<file path="src/rtl/i2c_am_pkg.sv">
package i2c_am_pkg;

  localparam int unsigned BYTE_W = 8;
  localparam int unsigned ADDR_W = 10;
  localparam int unsigned HDR_W  = 5;
  localparam logic [HDR_W-1:0] TEN_HDR = 5'b11110;

  typedef enum logic [2:0] {
    ST_IDLE,
    ST_RX,
    ST_WAIT_FALL,
    ST_STRETCH,
    ST_RELEASE,
    ST_ACK,
    ST_IGNORE
  } st_e;

  typedef enum logic [1:0] {
    PH_A1,
    PH_A2,
    PH_DATA,
    PH_NONE
  } ph_e;

  typedef struct packed {
    logic ack;
    logic stretch;
    ph_e  nxt;
  } dec_t;

endpackage

</file>
<file path="src/rtl/i2c_am_linemon.sv">
module i2c_am_linemon #(
  parameter int unsigned SYNC_STAGES = 2
) (
  input  logic clk,
  input  logic rst_n,
  input  logic scl_i,
  input  logic sda_i,
  output logic scl_s,
  output logic sda_s,
  output logic scl_rise,
  output logic scl_fall,
  output logic start_det,
  output logic stop_det
);

  localparam int unsigned N_LINES = 2;
  localparam int unsigned L_SCL   = 0;
  localparam int unsigned L_SDA   = 1;

  logic [N_LINES-1:0] raw;
  logic [N_LINES-1:0] synced;
  logic [N_LINES-1:0] prev_q;

  assign raw = {sda_i, scl_i};

  for (genvar l = 0; l < N_LINES; l++) begin : g_line
    logic [SYNC_STAGES-1:0] chain_q;
    logic [SYNC_STAGES-1:0] chain_d;

    assign chain_d = {chain_q[SYNC_STAGES-2:0], raw[l]};

    always_ff @(posedge clk or negedge rst_n) begin
      if (!rst_n) chain_q <= '1;
      else        chain_q <= chain_d;
    end

    assign synced[l] = chain_q[SYNC_STAGES-1];
  end

  always_ff @(posedge clk or negedge rst_n) begin
    if (!rst_n) prev_q <= '1;
    else        prev_q <= synced;
  end

  assign scl_s     = synced[L_SCL];
  assign sda_s     = synced[L_SDA];
  assign scl_rise  = synced[L_SCL] & ~prev_q[L_SCL];
  assign scl_fall  = ~synced[L_SCL] & prev_q[L_SCL];
  assign start_det = synced[L_SCL] & prev_q[L_SCL] & prev_q[L_SDA] & ~synced[L_SDA];
  assign stop_det  = synced[L_SCL] & prev_q[L_SCL] & ~prev_q[L_SDA] & synced[L_SDA];

endmodule

</file>
<file path="src/rtl/i2c_am_shift.sv">
module i2c_am_shift #(
  parameter int unsigned BYTE_W = 8
) (
  input  logic              clk,
  input  logic              rst_n,
  input  logic              clr,
  input  logic              en,
  input  logic              rise,
  input  logic              sda,
  output logic [BYTE_W-1:0] byte_o,
  output logic              done
);

  localparam int unsigned CNT_W = $clog2(BYTE_W);
  localparam logic [CNT_W-1:0] LAST = CNT_W'(BYTE_W - 1);

  logic [CNT_W-1:0]  cnt_q, cnt_d;
  logic [BYTE_W-1:0] sh_q, sh_d;
  logic              done_q, done_d;

  always_comb begin
    cnt_d  = cnt_q;
    sh_d   = sh_q;
    done_d = 1'b0;
    if (clr) begin
      cnt_d = '0;
    end else if (en && rise) begin
      sh_d = {sh_q[BYTE_W-2:0], sda};
      if (cnt_q == LAST) begin
        cnt_d  = '0;
        done_d = 1'b1;
      end else begin
        cnt_d = cnt_q + 1'b1;
      end
    end
  end

  always_ff @(posedge clk or negedge rst_n) begin
    if (!rst_n) begin
      cnt_q  <= '0;
      sh_q   <= '0;
      done_q <= 1'b0;
    end else begin
      cnt_q  <= cnt_d;
      sh_q   <= sh_d;
      done_q <= done_d;
    end
  end

  assign byte_o = sh_q;
  assign done   = done_q;

  p_done_after_rise_r2: assert property (@(posedge clk) disable iff (!rst_n)
    done |-> $past(en && rise && !clr));

endmodule

</file>
<file path="src/rtl/i2c_am_cmp.sv">
module i2c_am_cmp
  import i2c_am_pkg::*;
#(
  parameter int unsigned A_W = ADDR_W,
  parameter int unsigned B_W = BYTE_W
) (
  input  logic [B_W-1:0] rx,
  input  logic [A_W-1:0] own,
  output logic           hit7,
  output logic           is_zero,
  output logic           hdr_hit,
  output logic           lo_hit
);

  localparam int unsigned HI_W = A_W - B_W;

  assign hit7    = (rx[B_W-1:1] == own[B_W-2:0]);
  assign is_zero = (rx[B_W-1:1] == '0);
  assign hdr_hit = (rx[B_W-1:B_W-HDR_W] == TEN_HDR) &&
                   (rx[HI_W:1] == own[A_W-1:B_W]);
  assign lo_hit  = (rx == own[B_W-1:0]);

endmodule

</file>
<file path="src/rtl/i2c_addr_match.sv">
module i2c_addr_match
  import i2c_am_pkg::*;
#(
  parameter int unsigned SYNC_STAGES = 2
) (
  input  logic              clk,
  input  logic              rst_n,
  input  logic              scl_i,
  input  logic              sda_i,
  input  logic [ADDR_W-1:0] cfg_own_addr,
  input  logic              cfg_ten_bit,
  input  logic              cfg_gc_en,
  input  logic              cfg_sw_recog,
  input  logic              cfg_nak,
  input  logic              ctl_wr,
  output logic              scl_oe,
  output logic              sda_oe,
  output logic              addr_match,
  output logic              gen_call,
  output logic              rd_flag,
  output logic              rx_full,
  output logic [BYTE_W-1:0] rx_byte,
  output logic              irq
);

  localparam int unsigned RST_STAGES = 2;

  // reset: asserted at once, released on the clock
  logic [RST_STAGES-1:0] rst_sync_q;
  logic                  rst_n_s;

  always_ff @(posedge clk or negedge rst_n) begin
    if (!rst_n) rst_sync_q <= '0;
    else        rst_sync_q <= {rst_sync_q[RST_STAGES-2:0], 1'b1};
  end
  assign rst_n_s = rst_sync_q[RST_STAGES-1];

  // bus sampling
  logic scl_s, sda_s, scl_rise, scl_fall, start_det, stop_det;

  i2c_am_linemon #(.SYNC_STAGES(SYNC_STAGES)) i_linemon (
    .clk       (clk),
    .rst_n     (rst_n_s),
    .scl_i     (scl_i),
    .sda_i     (sda_i),
    .scl_s     (scl_s),
    .sda_s     (sda_s),
    .scl_rise  (scl_rise),
    .scl_fall  (scl_fall),
    .start_det (start_det),
    .stop_det  (stop_det)
  );

  st_e  state_q, state_d;
  ph_e  phase_q, phase_d;

  logic              sh_clr, byte_done;
  logic [BYTE_W-1:0] rx_shift;

  assign sh_clr = start_det | stop_det | (state_q != ST_RX);

  i2c_am_shift #(.BYTE_W(BYTE_W)) i_shift (
    .clk    (clk),
    .rst_n  (rst_n_s),
    .clr    (sh_clr),
    .en     (state_q == ST_RX),
    .rise   (scl_rise),
    .sda    (sda_s),
    .byte_o (rx_shift),
    .done   (byte_done)
  );

  logic hit7, is_zero, hdr_hit, lo_hit;

  i2c_am_cmp #(.A_W(ADDR_W), .B_W(BYTE_W)) i_cmp (
    .rx      (rx_shift),
    .own     (cfg_own_addr),
    .hit7    (hit7),
    .is_zero (is_zero),
    .hdr_hit (hdr_hit),
    .lo_hit  (lo_hit)
  );

  // byte decision
  dec_t dec;
  logic set_match, set_gc, set_arm, set_rx, rd_upd;
  logic rd_bit;

  assign rd_bit = rx_shift[0];

  always_comb begin
    dec       = '{ack: 1'b0, stretch: 1'b0, nxt: PH_NONE};
    set_match = 1'b0;
    set_gc    = 1'b0;
    set_arm   = 1'b0;
    set_rx    = 1'b0;
    rd_upd    = 1'b0;
    if (state_q == ST_RX && byte_done) begin
      rd_upd = (phase_q == PH_A1);
      if (cfg_sw_recog) begin
        set_rx      = 1'b1;
        dec.stretch = 1'b1;
        dec.nxt     = (phase_q == PH_A1 && rd_bit) ? PH_NONE : PH_DATA;
      end else begin
        case (phase_q)
          PH_A1: begin
            if (cfg_gc_en && is_zero) begin
              set_match = 1'b1;
              set_gc    = 1'b1;
              dec.ack   = !rd_bit && !cfg_nak;
              dec.nxt   = (!rd_bit && !cfg_nak) ? PH_DATA : PH_NONE;
            end else if (!cfg_ten_bit && hit7) begin
              set_match = 1'b1;
              dec.ack   = !cfg_nak;
              dec.nxt   = (!cfg_nak && !rd_bit) ? PH_DATA : PH_NONE;
            end else if (cfg_ten_bit && hdr_hit && !rd_bit) begin
              dec.ack   = !cfg_nak;
              dec.nxt   = !cfg_nak ? PH_A2 : PH_NONE;
            end else if (cfg_ten_bit && hdr_hit && rd_bit && arm_q) begin
              set_match = 1'b1;
              dec.ack   = !cfg_nak;
              dec.nxt   = PH_NONE;
            end
          end
          PH_A2: begin
            if (lo_hit) begin
              set_match = 1'b1;
              set_arm   = 1'b1;
              dec.ack   = !cfg_nak;
              dec.nxt   = !cfg_nak ? PH_DATA : PH_NONE;
            end
          end
          PH_DATA: begin
            set_rx  = 1'b1;
            dec.ack = !cfg_nak;
            dec.nxt = !cfg_nak ? PH_DATA : PH_NONE;
          end
          default: ;
        endcase
      end
    end
  end

  // sequencer and flag registers
  logic              ack_q, ack_d;
  logic              stretch_q, stretch_d;
  ph_e               nxt_q, nxt_d;
  logic              arm_q, arm_d;
  logic              match_q, match_d;
  logic              gc_q, gc_d;
  logic              rd_q, rd_d;
  logic              rxf_q, rxf_d;
  logic [BYTE_W-1:0] rxb_q, rxb_d;
  logic              irq_q, irq_d;

  always_comb begin
    state_d   = state_q;
    phase_d   = phase_q;
    ack_d     = ack_q;
    stretch_d = stretch_q;
    nxt_d     = nxt_q;
    arm_d     = arm_q;
    match_d   = match_q;
    gc_d      = gc_q;
    rd_d      = rd_q;
    rxf_d     = rxf_q;
    rxb_d     = rxb_q;
    irq_d     = set_match | set_rx;

    case (state_q)
      ST_RX: begin
        if (byte_done) begin
          ack_d     = dec.ack;
          stretch_d = dec.stretch;
          nxt_d     = dec.nxt;
          state_d   = ST_WAIT_FALL;
        end
      end
      ST_WAIT_FALL: begin
        if (scl_fall) state_d = stretch_q ? ST_STRETCH : ST_ACK;
      end
      ST_STRETCH: begin
        if (ctl_wr) begin
          ack_d   = !cfg_nak;
          if (cfg_nak) nxt_d = PH_NONE;
          state_d = ST_RELEASE;
        end
      end
      ST_RELEASE: state_d = ST_ACK;
      ST_ACK: begin
        if (scl_fall) begin
          ack_d = 1'b0;
          if (nxt_q == PH_NONE) begin
            state_d = ST_IGNORE;
          end else begin
            state_d = ST_RX;
            phase_d = nxt_q;
          end
        end
      end
      default: ;
    endcase

    if (set_match) match_d = 1'b1;
    if (set_gc)    gc_d    = 1'b1;
    if (set_arm)   arm_d   = 1'b1;
    if (rd_upd)    rd_d    = rd_bit;
    if (ctl_wr)    rxf_d   = 1'b0;
    if (set_rx) begin
      rxf_d = 1'b1;
      rxb_d = rx_shift;
    end

    if (start_det) begin
      state_d = ST_RX;
      phase_d = PH_A1;
      ack_d   = 1'b0;
      match_d = 1'b0;
      gc_d    = 1'b0;
    end
    if (stop_det) begin
      state_d = ST_IDLE;
      ack_d   = 1'b0;
      arm_d   = 1'b0;
    end
  end

  always_ff @(posedge clk or negedge rst_n_s) begin
    if (!rst_n_s) begin
      state_q   <= ST_IDLE;
      phase_q   <= PH_A1;
      ack_q     <= 1'b0;
      stretch_q <= 1'b0;
      nxt_q     <= PH_NONE;
      arm_q     <= 1'b0;
      match_q   <= 1'b0;
      gc_q      <= 1'b0;
      rd_q      <= 1'b0;
      rxf_q     <= 1'b0;
      rxb_q     <= '0;
      irq_q     <= 1'b0;
    end else begin
      state_q   <= state_d;
      phase_q   <= phase_d;
      ack_q     <= ack_d;
      stretch_q <= stretch_d;
      nxt_q     <= nxt_d;
      arm_q     <= arm_d;
      match_q   <= match_d;
      gc_q      <= gc_d;
      rd_q      <= rd_d;
      rxf_q     <= rxf_d;
      rxb_q     <= rxb_d;
      irq_q     <= irq_d;
    end
  end

  assign scl_oe     = (state_q == ST_STRETCH) || (state_q == ST_RELEASE);
  assign sda_oe     = ack_q && ((state_q == ST_RELEASE) || (state_q == ST_ACK));
  assign addr_match = match_q;
  assign gen_call   = gc_q;
  assign rd_flag    = rd_q;
  assign rx_full    = rxf_q;
  assign rx_byte    = rxb_q;
  assign irq        = irq_q;

  p_sda_only_scl_low_r2: assert property (@(posedge clk) disable iff (!rst_n_s)
    !$stable(sda_oe) |-> !scl_s);

  p_irq_on_match_r3: assert property (@(posedge clk) disable iff (!rst_n_s)
    $rose(addr_match) |-> irq);

  p_gc_has_match_r8: assert property (@(posedge clk) disable iff (!rst_n_s)
    gen_call |-> addr_match);

  p_start_byte_nack_r9: assert property (@(posedge clk) disable iff (!rst_n_s)
    (gen_call && rd_flag && !cfg_sw_recog && state_q == ST_ACK && !stretch_q) |-> !sda_oe);

  p_stretch_hold_r10: assert property (@(posedge clk) disable iff (!rst_n_s)
    (state_q == ST_STRETCH && !ctl_wr) |=> scl_oe);

endmodule

</file>
<file path="config.mk">
export PLATFORM = sky130hd
export DESIGN_NAME = i2c_addr_match
export DESIGN_NICKNAME = d
export VERILOG_FILES = /design/src/rtl/i2c_am_pkg.sv /design/src/rtl/i2c_am_linemon.sv /design/src/rtl/i2c_am_shift.sv /design/src/rtl/i2c_am_cmp.sv /design/src/rtl/i2c_addr_match.sv
export SDC_FILE = /design/constraint.sdc
export NUM_CORES = 1
export LEC_CHECK = 0
export BUFFER_PORTS_ARGS = -buffer_cell sky130_fd_sc_hd__buf_2
export CAP_MARGIN = 20
export CELL_PAD_IN_SITES_DETAIL_PLACEMENT = 0
export CELL_PAD_IN_SITES_GLOBAL_PLACEMENT = 1
export CORE_MARGIN = 10
export CORE_UTILIZATION = 48
export CTS_CLUSTER_DIAMETER = 200
export DETAILED_ROUTE_END_ITERATION = 8
export PLACE_DENSITY = 0.8
export REMOVE_ABC_BUFFERS = 1
export SLEW_MARGIN = 20
export SYNTH_ARGS = -nofsm -noshare
export SYNTH_HDL_FRONTEND = slang
export SYNTH_SLANG_ARGS = --single-unit
</file>
<file path="constraint.sdc">
create_clock -name clk -period 3.4 [get_ports clk]
set_clock_uncertainty 0.2 [all_clocks]
set_input_delay 0.34 -clock clk [delete_from_list [all_inputs] [get_ports clk]]
set_output_delay 0.34 -clock clk [all_outputs]
set_load 0.02 [all_outputs]
</file>
==> results of run 1 <==
==> critical path, cell delays in order (launching register included) <==
cell and delay (ns):
dfstp_2 0.59, and2b_1 0.21, a21oi_1 0.08, o31ai_1 0.44, a221oi_1 0.17, or3_1 0.36
==> per-layer routing <==
layer  part of all wire, %  track usage, %  vias up
li1                      -               -      827
met1                    47           16.05      814
met2                    46           19.25       27
met3                   5.2           4.156        5
met4                   1.2           4.775        0
met5                     0               0        -
==> stage by stage <==
| step | utilization, % | std cells |
|---|---|---|
| 2_1_floorplan | - | 203 |
| 3_3_place_gp | 52.77 | 303 |
| 3_5_place_dp | 52.77 | 303 |
| 4_1_cts | 55.87 | 314 |
| 5_1_grt | 55.87 | 314 |
| 6_report | 55.87 | 314 |
==> cells by family (layout without fill, tap and decap cells) <==
logic type / Yosys count / in the layout / synth area share [%]
simple gates: 69 / 69 / 18.00
flops: 43 / 43 / 46.22
compound gates: 39 / 39 / 11.18
buf+inv: 20 / 53 / 6.016
xor+xnor: 18 / 18 / 6.709
mux: 18 / 18 / 8.520
fa+ha+maj: 6 / 6 / 3.195
other cells: 1 / 1 / 0.1596
==> power by group through the flow <==
stage               registers (mW)  clock network, mW  logic (mW)
finish                       0.759              0.413       0.483
global route                 0.778              0.451       0.546
CTS                          0.757              0.421       0.485
detailed placement           0.767                  0       0.477
global placement             0.764                  0       0.478
floorplan                    0.719                  0       0.379
==> Yosys cell counts (5+ instances only) <==
cell type	number	area, um2
dfrtp_1	35	875.8
mux2_2	16	180.2
nand2_1	15	56.30
nor2_1	12	45.04
xnor2_1	12	105.1
a21oi_1	11	55.05
dfstp_2	8	210.2
inv_1	8	30.03
o21ai_0	7	35.03
ha_1	6	75.07
nand4_1	6	37.54
nor2b_1	6	37.54
xor2_1	6	52.55
buf_6	5	56.30
==> repair_timing <==
action,in CTS,in global routing
hold buffers,3,0
resized for setup,0,0
hold endpoints to repair,4,0
setup endpoints to repair,0,0
buffers inserted,0,0
==> state kept, by name (all words and copies together) (netlist names), 2 cells and up <==
signal / flops
i_shift.byte_o: 8
rx_byte: 8
i_linemon.g_line.chain_q: 4
i_shift.cnt_q: 3
state_q: 3
i_linemon.prev_q: 2
nxt_q: 2
phase_q: 2
rst_sync_q: 2
==> cell type report <==
type / instances / area (um2)
Fill cell: 424 / 2085
Multi-Input combinational cell: 151 / 1122
Sequential cell: 43 / 1087
Timing Repair Buffer: 36 / 195.2
Tap cell: 67 / 83.83
Clock buffer: 5 / 68.82
Clock inverter: 3 / 47.55
Inverter: 9 / 33.78
==> final timing paths <==
kind / startpoint / endpoint / slack [ns] / cells after the start
max: i_linemon.prev_q[0] / state_q[0] / 1.24 / 5
max in group asynchronous: rst_sync_q[1] / phase_q[1] / 2.24 / 0
min reg2reg: i_linemon.g_line[0].chain_q[0] / i_linemon.g_line[0].chain_q[1] / 0.16 / 0
min: ctl_wr / rx_full / 0.07 / 2
min in group asynchronous: rst_n / rst_sync_q[1] / 0.14 / 2
max reg2reg: i_linemon.prev_q[0] / state_q[0] / 1.24 / 5
==> impl_metrics.json, run 1 <==
{
  "grt_max_degree": 42,
  "die-height_um": 89.97,
  "cts_tree": "built",
  "p_int_mw": 1.056,
  "relSlewSlack_pct": 40.19,
  "post_drt_wl_per_cell_um": 16.14,
  "required_ns": 3.38,
  "final_area_um2": 2639,
  "grt_overflow_total": 0,
  "status": "finished clean",
  "setup_slack_ns": 1.237,
  "clock_path_buffers": 2,
  "synth-seq-cells": 43,
  "initial_core_util_pct": 49.75,
  "via_per_inst": 5.328,
  "power_density_nw_per_um2": 627.4,
  "fp.dieArea_um2": 8094,
  "drt_iter0_drc": 80,
  "synth_cells": 214,
  "htree_levels": 2,
  "post-place-ws_ns": 1.273,
  "critPathArrivalTime_ns": 2.15,
  "cts.clk_slew.worst_paths_ns": 0.09,
  "cp-end-kind": "flop",
  "clk_latency_ns": 0.30,
  "cts_sinks": 43,
  "max_cap_violations": 0,
  "rsz0062_at_grt": "false",
  "synth_edf_count": 0,
  "remaining_drc_errors": 0,
  "period_minus_slack_ns": 2.163,
  "firstDrtPassIters": 4,
  "core_area_um2": 4723,
  "fin_tns_setup_ns": 0,
  "track_usage_pct": 12.58,
  "cts_root_buf": "clkbuf_8",
  "crit_type": "reg -> reg",
  "hold-worst-slack_ns": 0.06610,
  "fin_crit_sh_pct": 63.61,
  "grt_pass1_vias": 1704,
  "mostFrequentLayoutCells": "dfrtp_1 (34), buf_2 (33), mux2_2 (16), nand2_1 (15)",
  "postPlaceCellArea_um2": 2492,
  "max_slew.worst_pin.slew_ns": 0.8953,
  "final_common_cell": "dfrtp_1",
  "cp_max_fo": 7,
  "clockPowerShare_pct": 25.0,
  "setup_viol": 0,
  "area_delta_synth_final_pct": 12.30,
  "ys_async_sr_fraction_pct": 100.0,
  "power_leakage_nw": 1.270,
  "hold_class": "in -> reg",
  "power_mw": 1.656,
  "power.switching_uw": 599.9,
  "mappedNetlistArea_um2": 2350,
  "ioPinCount": 34,
  "grt_pass1_wl_um": 8411,
  "fmax_mhz": 462.4,
  "yosysUniqueCellTypes": 57,
  "final_hold_viol_count": 0,
  "syn_avg_cell_area_um2": 10.98,
  "pwr-share-comb_pct": 29.2,
  "synthFlopType": "dfrtp_1",
  "wirelength_um": 5068,
  "post-dp-hpwl_um": 3786,
  "num_antenna_cells": 0,
  "dr_total_vias": 1673,
  "power_switching_share_pct": 36.23,
  "nets": 271,
  "fp-row-count": 25,
  "antenna_left": 0,
  "vdd_ir_drop_max_v": 0.0004372,
  "numPortBuffers": 33,
  "layout-drive-gt1-share_pct": 31.98,
  "cts-buffers-inserted": 5,
  "antenna_found_initial": 0,
  "p_seq_share_pct": 45.8,
  "synth_warnings": 0,
  "die_x_um": 89.97,
  "ys_seq_area_share_pct": 46.22,
  "slew_viol_final": 0,
  "start_kind": "flop",
  "gp_congestion": 0.7907
}
Power figures use the tool's default switching activity.
==> inputs of run 2 (changes only) <==
- ABC_AREA: unset -> 1
- CORE_UTILIZATION: 48 -> 42
- PLACE_DENSITY: 0.8 -> 0.75
- clock period: 3.4 -> 2.05 ns (I/O delays scaled with it)
==> impl_metrics.json, run 2 <==
{
  "yosysTopAreaCell": "dfrtp_1",
  "slew_viol_final": 0,
  "cp_max_fo": 3,
  "crit_start": "state_q[2]",
  "ys_async_sr_fraction_pct": 100.0,
  "drt_iter0_drc": 60,
  "dr_wl_met2_um": 2672,
  "area_delta_synth_final_pct": 18.23,
  "htree_levels": 2,
  "n_fill_cell": 573,
  "r2r_start": "i_linemon.g_line[0].chain_q[1]",
  "postCtsSetupRepairBufs": 0,
  "nets": 382,
  "mappedNetlistArea_um2": 2409,
  "synth_warnings": 0,
  "final_common_cell": "nand2_1",
  "clk_latency_ns": 0.30,
  "setup_viol": 0,
  "ys_seq_area_share_pct": 45.09,
  "top_layer_used": "met4",
  "fin_tns_setup_ns": 0,
  "cts.clk_slew.worst_paths_ns": 0.09,
  "crit_top_cell": "inv_1",
  "max_cap_violations": 0,
  "crit_chain": "inv_1 > nor2_1 > inv_1 > o21ai_0 > buf_2",
  "critPathMaxStageDelay_ns": 0.40,
  "whs_path_depth": 4,
  "numPortBuffers": 33,
  "yosysMostFrequentCell": "nand2_1",
  "worstRegToRegCells": 10,
  "cp_top_family": "flip-flops",
  "yosys-top-cells-count": "nand2_1 (83), inv_1 (51), dfrtp_1 (35)",
  "max_slew.worst_pin.slew_ns": 0.6149,
  "cts-buffers-inserted": 5,
  "synthFlopType": "dfrtp_1",
  "fin_crit_sh_pct": 92.75,
  "post-place-ws_ns": 0.07427,
  "firstDrtPassIters": 4,
  "crit_type": "reg -> out",
  "track_usage_pct": 13.65,
  "clock_path_buffers": 2,
  "yosysUniqueCellTypes": 33,
  "post-dp-hpwl_um": 4384,
  "synth-seq-cells": 43,
  "gp_congestion": 0.8052,
  "synth_edf_count": 0,
  "wirelength_um": 5718,
  "antenna_found_initial": 0,
  "required_ns": 1.64,
  "grt_max_degree": 29,
  "finish.utilization_pct": 51.40,
  "status": "finished clean",
  "final_cells": 430,
  "syn_avg_cell_area_um2": 7.720,
  "path_depth": 5,
  "core_area_um2": 5540,
  "synth_top_area_share_pct": 36.36,
  "ioPinCount": 34,
  "hp-start": "cfg_sw_recog",
  "die-height_um": 95.73,
  "path_buf_inv": 3,
  "dr_wl_met3_um": 238,
  "post_drt_wl_per_cell_um": 13.30,
  "power_leakage_nw": 1.542,
  "layout-drive-gt1-share_pct": 23.18,
  "setup_slack_ns": 0.1487,
  "wl_met1_um": 2752,
  "cts_root_buf": "clkbuf_8",
  "power_density_nw_per_um2": 889.9,
  "rsz0062_at_grt": "false",
  "hold_class": "in -> reg",
  "critPathArrivalTime_ns": 1.50,
  "antenna_left": 0,
  "cp-end-kind": "primary output",
  "period_minus_slack_ns": 1.901,
  "num_antenna_cells": 0,
  "remaining_drc_errors": 0,
  "initial_core_util_pct": 43.47,
  "grt_pass1_vias": 2111,
  "grt_overflow_total": 0,
  "via_per_inst": 4.760,
  "slowest_stage": "dfrtp_1",
  "hold-worst-slack_ns": 0.02695,
  "synth_cells": 312,
  "mostFrequentLayoutCells": "nand2_1 (83), inv_1 (51), dfrtp_1 (34), buf_2 (33), nor2_1 (26)",
  "yosys-top-cells-area": "dfrtp_1 (36%), nand2_1 (13%), dfstp_2 (8.7%), inv_1 (7.9%), nor2_1 (4.1%)",
  "vdd_ir_drop_max_v": 0.0005338,
  "start_kind": "flop",
  "relSlewSlack_pct": 58.85,
  "place_inst": 416,
  "fp-row-count": 27,
  "dr_total_vias": 2047,
  "cts_sinks": 43,
  "cts_tree": "built",
  "fmax_mhz": 525.9,
  "die_x_um": 95.73,
  "fp.dieArea_um2": 9163,
  "grt_pass1_wl_um": 9942,
  "final_hold_viol_count": 0
}
## run 2: changes by cell type in the layout (fill, tap and decap cells not counted), sizes merged, moves of 13 or more
| cell | previous run | this run |
|---|---|---|
| o21ai | 7 | 31 |
| nor2 | 13 | 29 |
| inv | 10 | 59 |
| nand2 | 15 | 87 |
| nand3 | 3 | 16 |
| mux2 | 16 | 0 |
## run 2: metal layers
layer,up-vias,track usage (%)
met5,-,0
met1,958,17.55
met3,5,3.268
li1,1059,-
met4,0,2.948
met2,25,22.74
## run 2: worst paths after layout
path / end / slack (ns)
max: scl_oe / 0.15
min: nxt_q[0] / 0.03
max in group asynchronous: i_shift.cnt_q[0] / 0.69
min in group asynchronous: i_linemon.g_line[1].chain_q[0] / 0.13
min reg2reg: i_linemon.g_line[1].chain_q[0] / 0.13
max reg2reg: state_q[2] / 0.17
## run 2: timing repair
item | 4_1_cts | 5_1_grt
hold buffers | 5 | 1
resized for setup | 0 | 2
hold endpoints to repair | 12 | 2
setup endpoints to repair | 0 | 10
## run 2: power by group
group | internal, mW | switching (mW)
Clock | 0.244 | 0.334
Sequential | 0.949 | 0.105
Combinational | 0.329 | 0.573
Total | 1.52 | 1.01
## run 2: kinds of logic after synthesis
| kind of cell | Yosys count | share of synthesized area [%] |
|---|---|---|
| AND/OR/NAND/NOR | 142 | 26.03 |
| buffers and inverters | 63 | 10.08 |
| AO/OA/AOI/OAI | 49 | 12.62 |
| flip-flops | 43 | 45.09 |
| XOR/XNOR | 8 | 2.909 |
| adder cells (fa/ha/maj) | 6 | 3.117 |
| other | 1 | 0.1557 |
## run 2: layout make-up
cell class / instances / area [um2] / share of cell area (%)
multi-input combinational: 206 / 1092 / 38.36
sequential: 43 / 1087 / 38.18
timing repair buffer: 43 / 267.8 / 9.402
inverter: 58 / 217.7 / 7.645
tap: 72 / 90.09 / 3.163
clock buffer: 5 / 68.82 / 2.417
clock inverter: 3 / 23.77 / 0.8348
## run 2: tightest hold or removal path: stages
cell	delay [ns]
buf_2	0.16
inv_1	0.05
nand2_1	0.06
a21oi_1	0.05
## run 2: stage by stage
step	total power [mW]	cell area (um2)
after floorplan	1.723	2384
after global placement	1.954	2683
after detailed placement	1.956	2683
after CTS	2.548	2825
after global routing	2.758	2848
final	2.534	2848
